File: src/rtl/evt_pkg.sv
package evt_pkg;

  // Default geometry of the output register word
  localparam int unsigned WORD_W    = 32;
  localparam int unsigned VALID_POS = 5;
  localparam int unsigned CHAN_BITS = 4;

  // Default system event bus placement
  localparam int unsigned SYS_LINES = 64;
  localparam int unsigned SYS_FIRST = 16;

  // One-hot decode of a channel number, gated by an enable
  function automatic logic [(1<<CHAN_BITS)-1:0] chan_onehot(
    input logic                 en,
    input logic [CHAN_BITS-1:0] chan
  );
    logic [(1<<CHAN_BITS)-1:0] v;
    v = '0;
    if (en) v[chan] = 1'b1;
    return v;
  endfunction

endpackage

File: src/rtl/evt_core_decode.sv
module evt_core_decode #(
  parameter int unsigned DATA_W    = 32,
  parameter int unsigned VALID_BIT = 5,
  parameter int unsigned CHAN_W    = 4,
  localparam int unsigned LINES    = 1 << CHAN_W
) (
  input  logic              wr_en,
  input  logic [DATA_W-1:0] wr_data,
  output logic [LINES-1:0]  hit
);

  logic              fire;
  logic [CHAN_W-1:0] chan;
  logic              unused_rsvd;

  assign fire = wr_en & wr_data[VALID_BIT];
  assign chan = wr_data[CHAN_W-1:0];

  // Reserved bits play no part in the decode
  assign unused_rsvd = ^wr_data;

  always_comb begin
    hit = '0;
    if (fire) hit[chan] = 1'b1;
  end

endmodule

File: src/rtl/evt_merge_reg.sv
module evt_merge_reg #(
  parameter int unsigned CORES = 2,
  parameter int unsigned LINES = 16
) (
  input  logic                   clk,
  input  logic                   rst,
  input  logic [CORES*LINES-1:0] hits,
  output logic [LINES-1:0]       evt_q
);

  logic [LINES-1:0] merged;

  always_comb begin
    merged = '0;
    for (int c = 0; c < CORES; c++) begin
      merged = merged | hits[c*LINES +: LINES];
    end
  end

  always_ff @(posedge clk) begin
    if (rst) evt_q <= '0;
    else     evt_q <= merged;
  end

endmodule

File: src/rtl/evt_sys_place.sv
module evt_sys_place #(
  parameter int unsigned LINES     = 16,
  parameter int unsigned SYS_W     = 64,
  parameter int unsigned SYS_BASE  = 16
) (
  input  logic [LINES-1:0] evt,
  output logic [SYS_W-1:0] sys
);

  for (genvar i = 0; i < SYS_W; i++) begin : g_line
    if (i >= SYS_BASE && i < SYS_BASE + LINES) begin : g_map
      assign sys[i] = evt[i - SYS_BASE];
    end else begin : g_zero
      assign sys[i] = 1'b0;
    end
  end

endmodule

File: src/rtl/evt_pulse_gen.sv
module evt_pulse_gen #(
  parameter int unsigned NUM_CORES = 2,
  parameter int unsigned DATA_W    = evt_pkg::WORD_W,
  parameter int unsigned VALID_BIT = evt_pkg::VALID_POS,
  parameter int unsigned CHAN_W    = evt_pkg::CHAN_BITS,
  parameter int unsigned SYS_W     = evt_pkg::SYS_LINES,
  parameter int unsigned SYS_BASE  = evt_pkg::SYS_FIRST,
  localparam int unsigned LINES    = 1 << CHAN_W
) (
  input  logic                        clk,
  input  logic                        rst,
  input  logic [NUM_CORES-1:0]        wr_en,
  input  logic [NUM_CORES*DATA_W-1:0] wr_data,
  output logic [LINES-1:0]            evt_req,
  output logic [SYS_W-1:0]            sys_evt
);

  logic [NUM_CORES*LINES-1:0] core_hits;

  for (genvar c = 0; c < NUM_CORES; c++) begin : g_core
    evt_core_decode #(
      .DATA_W    (DATA_W),
      .VALID_BIT (VALID_BIT),
      .CHAN_W    (CHAN_W)
    ) u_dec (
      .wr_en   (wr_en[c]),
      .wr_data (wr_data[c*DATA_W +: DATA_W]),
      .hit     (core_hits[c*LINES +: LINES])
    );
  end

  evt_merge_reg #(
    .CORES (NUM_CORES),
    .LINES (LINES)
  ) u_merge (
    .clk   (clk),
    .rst   (rst),
    .hits  (core_hits),
    .evt_q (evt_req)
  );

  evt_sys_place #(
    .LINES    (LINES),
    .SYS_W    (SYS_W),
    .SYS_BASE (SYS_BASE)
  ) u_place (
    .evt (evt_req),
    .sys (sys_evt)
  );

endmodule

File: config.mk
export PLATFORM = sky130hd
export DESIGN_NAME = evt_pulse_gen
export DESIGN_NICKNAME = d
export VERILOG_FILES = /design/src/rtl/evt_pkg.sv /design/src/rtl/evt_core_decode.sv /design/src/rtl/evt_merge_reg.sv /design/src/rtl/evt_sys_place.sv /design/src/rtl/evt_pulse_gen.sv
export SDC_FILE = /design/constraint.sdc
export NUM_CORES = 1
export LEC_CHECK = 0
export BUFFER_PORTS_ARGS = -buffer_cell sky130_fd_sc_hd__buf_4
export CORE_AREA = 5 5 66 68
export CTS_CLUSTER_SIZE = 16
export DETAILED_ROUTE_END_ITERATION = 6
export DIE_AREA = 0 0 71 73
export PLACE_DENSITY = 0.84
export SKIP_CTS_REPAIR_TIMING = 1
export SLEW_MARGIN = 40
export SYNTH_ARGS = -nofsm -noshare
export SYNTH_HDL_FRONTEND = slang
export SYNTH_SLANG_ARGS = --single-unit
File: constraint.sdc
create_clock -name clk -period 0.85 [get_ports clk]
set_input_delay 0.085 -clock clk [delete_from_list [all_inputs] [get_ports clk]]
set_output_delay 0.085 -clock clk [all_outputs]
set_load 0.02 [all_outputs]
Word-level counts from Yosys, hierarchy flattened

Index checks and enable logic that the tools add are counted.

Flip-flop bits (word level): 16
Output and inout bits: 80

$lt $le $gt $ge: 4
Mux-type cells: 6
Bitwise operators: 3
Reduce and logical (&&, ||, !) cells: 2

Operators with widths:

| operator             | count |
|---|---|
| $mux W16             | 2 |
| $or A16 B16 Y16      | 1 |
| $lt A4 B5 Y1 const B | 2 |
| $demux W1 S4         | 2 |
| $ge A4 B1 Y1 const B | 2 |
| $and A1 B1 Y1        | 2 |
| $logic_and A1 B1 Y1  | 2 |
| $mux W1              | 2 |

Longest topological paths before layout

Word-level depth: 6
Mapped depth: 2
Mapped depth without buffers: 2

Cells and area by module

From an unflattened synthesis, not the netlist that was laid out.

Cells, all modules: 144
Area total of the unflattened synthesis: 1271.2 µm²

Modules (own cells, without submodules):

| module          | instances | cells each | area an instance (µm²) | seq. area each (µm²) |
|---|---|---|---|---|
| evt_merge_reg   | 1         | 33         | 554.3                  | 320.3 |
| evt_sys_place   | 1         | 65         | 484.2                  | 0.0 |
| evt_core_decode | 2         | 23         | 116.4                  | 0.0 |

Worst setup path before layout

Ideal clock, no wire load.

Path type: input-to-reg
From: in wr_data[0]
To: reg u_merge.evt_q[2]
Library setup time: 0.076 ns
Arrival time: 0.620 ns
Required time: 0.774 ns
Setup slack: 0.153 ns
Stages on the path: 2
Cells stage by stage: or3b_4 -> o22ai_1

Cells in the longest elaborated chain, start to end: 6

Ends and longest elaborated chain:

| item                                                               | RTL line              | RTL |
|---|---|---|
| start: declaration                                                 | evt_pulse_gen.sv:13   | `input logic [NUM_CORES*DATA_W-1:0] wr_data,` |
| $lt A4 B5 Y1 (implied by the code) or $ge A4 B1 Y1 (tied branches) | evt_core_decode.sv:24 | `if (fire) hit[chan] = 1'b1;` |
| $logic_and A1 B1 Y1 (implied by the code)                          | evt_core_decode.sv:24 |  |
| $mux W1 (implied by the code)                                      | evt_core_decode.sv:24 |  |
| $demux W1 S4 (*)                                                   | --                    |  |
| $mux W16 (*)                                                       | evt_core_decode.sv:24 |  |
| $or A16 B16 Y16 (*)                                                | evt_merge_reg.sv:16   | `merged = merged \| hits[c*LINES +: LINES];` |
| end signal: assignment                                             | evt_merge_reg.sv:22   | `else evt_q <= merged;` |
| end: declaration                                                   | evt_merge_reg.sv:8    | `output logic [LINES-1:0] evt_q` |

Mark *: on every way between the ends. The rest lies on a longest branch, timed or not.
A chain may end at the register's enable or synchronous reset.

Worst setup path after layout

From: reg u_merge.evt_q[14]
To: out sys_evt[30]

RTL lines:

| item             | RTL line            | RTL |
|---|---|---|
| end: declaration | evt_pulse_gen.sv:15 | `output logic [SYS_W-1:0] sys_evt` |

No word-level cell between the ends.

==> metrics <==
Synth Warn # 0; critical path required time 0.76 ns; Synth Area in Simple Gates 13.8%; most flop-heavy register u_merge.evt_q; chip height 73 um; Die Width 71 um; sequential element share of the synthesized area 30.5%; XOR/XNOR share of the synthesized area 0%; Port Buffers 45; startpoint types flip-flop; Mapped Area 1050 sq um; first-pass GRT wire length 3.19 mm; post-synthesis to final-layout area growth 13.1%; vias after detailed routing 776; clock network power share 32.0%; Tcrit/Tclk final 95.9%; Pre-antenna DRT Iters 4; Max-cap violations 0; NetSw 0.000511 W; area leader, netlist buf_4; Hold Crit Depth 3; Post-DRT Antenna Nets 0; # setup viols final 0; PwrDens 1410 nW/um^2; Worst Path Class, Setup reg2out; CP max-delay cell dfxtp_1; die area 5180 sq um; core area 3800 sq um; Avg Cell Area, Syn 9.29 sq um; Yosys reg bits 16; leakage 0.583 nW; post-DR vias/cell 4.00; crit-path max cell delay 0.34 ns; maximum number of pins on one net before global-route repair 9; Syn Inst Count 113; status completed; most common cell in the synthesized netlist buf_4; worst hold slack 0.186 ns; share of cells above drive strength 1 36.1%; biggest regs u_merge.evt_q (16); GRT overflow 0; CTS Buffer Depth 2; Yosys top cell area share 45.8%; CTS tree yes; critical path buffer and inverter count 1; Total Routing Usage GR 7.91%; Final Routed Wirelength 2.31 mm; top_reg_cell synth dfxtp_1; crit path cell chain buf_4; RD Place Congestion 0.959; Reg power frac 45.6%; drt drc 0; antenna cells 0; Hold Vio Cnt, Final 0; adder and majority cell fraction of the synthesized area 0%; Post-synth EDFFs 0; Synth Area in Compound Gates 9.54%; routed wire length per instance 11.9 um; RSZ-0062 raised after global routing no; number of flip-flops in the largest register 16; Worst path top cell family by delay flip-flops; I/O pin cnt 148; worst path arrival time 0.73 ns; top cells by count, synth buf_4, dfxtp_1, o22ai_1; htree depth 1; Sink Count 16; CTS Root Cell clkbuf_8; 1st-iter DRT viols 85; CP Max Fanout 2; total power 0.00168 W; Gate power share 22.5%; standard-cell row count 23; post-DP HPWL 1.96 mm; Pint 0.00117 W; post-synthesis mux area share 0%; Slew Limit Fails 0; async set-reset flop share out of synthesis 0%; Worst Hold End u_merge.evt_q[8]; initial antenna violation count 0; Area contributors post-synth buf_4, dfxtp_1, o22ai_1, nand4b_1, or3b_4; initial core utilization 27.6%; post-layout net count 214; CP Capture Type output port; Clk pin slew, worst setup/hold paths 0.05 ns; CTS Buf Count 3; hold path start wr_data[0]; fmax 1230 MHz; Switching Share 30.5%; Distinct cells, synth 12; min cycle time layout 0.815 ns; vias in the first global route 682; Worst Hold Class in2reg; largest family of logic cells by synthesized area buffers and inverters; peak supply drop 0.000383 V
[stage by stage]
step,std cells,TNS [ns],setup WS [ns],util (%),area [sq um]
3_5_place_dp,191,-0.287,-0.0417,30.2,1150
4_1_cts,194,0,0.0293,31.3,1190
5_1_grt,194,0,0.00285,31.3,1190
2_1_floorplan,160,0,0.153,-,1230
6_report,194,0,0.0348,31.3,1190
3_3_place_gp,191,-0.156,-0.0228,30.2,1150
[cell type report]
type | count | area, sq um
Tap cell | 50 | 62.6
Multi-Input combinational cell | 80 | 425
Clock buffer | 3 | 41.3
Fill cell | 433 | 2610
Sequential cell | 16 | 320
Timing Repair Buffer | 45 | 338
[worst max-delay path by stage]
stage                 startpoint  slack, ns  cells past startpoint               end
6_report       u_merge.evt_q[14]       0.03                      1       sys_evt[30]
4_1_cts        u_merge.evt_q[15]       0.03                      1       sys_evt[31]
2_1_floorplan         wr_data[0]       0.15                      2  u_merge.evt_q[2]
3_5_place_dp         wr_data[34]      -0.04                      3  u_merge.evt_q[3]
3_3_place_gp          wr_data[0]      -0.02                      3  u_merge.evt_q[2]
5_1_grt         u_merge.evt_q[0]      0.003                      1       sys_evt[16]
[placed cells by master (no fill, tap or decap)]
cell,synthesis,final
buf_4,64,45
clkbuf_8,0,3
conb_1,1,48
dfxtp_1,16,16
nand3b_1,2,2
nand4_1,2,2
nand4b_1,4,4
nand4bb_1,2,2
o22ai_1,16,16
or3_1,1,1
or3_4,1,1
or3b_1,1,1
or3b_4,3,3
[cell families after synthesis]
kind of cell           after synthesis
AOI/OAI and AO/OA                   16
and+or+nand+nor                     16
DFF                                 16
buffers and inverters               64
other                                1
[power groups by stage]
stage | registers [W] | clock network, W | logic, W
6_report | 0.000764 | 0.000536 | 0.000376
5_1_grt | 0.000765 | 0.000567 | 0.000400
4_1_cts | 0.000764 | 0.000542 | 0.000366
3_5_place_dp | 0.000780 | 0 | 0.000365
3_3_place_gp | 0.000780 | 0 | 0.000359
2_1_floorplan | 0.000790 | 0 | 0.000430
[metal layers]
metal	up-vias	wire length, um	GRT usage, %
li1	344	-	-
met1	353	715	7.74
met2	72	1180	14.6
met3	7	362	2.20
met4	0	53	5.01
met5	-	0	0
No activity file was read; power rests on OpenSTA's default activity.
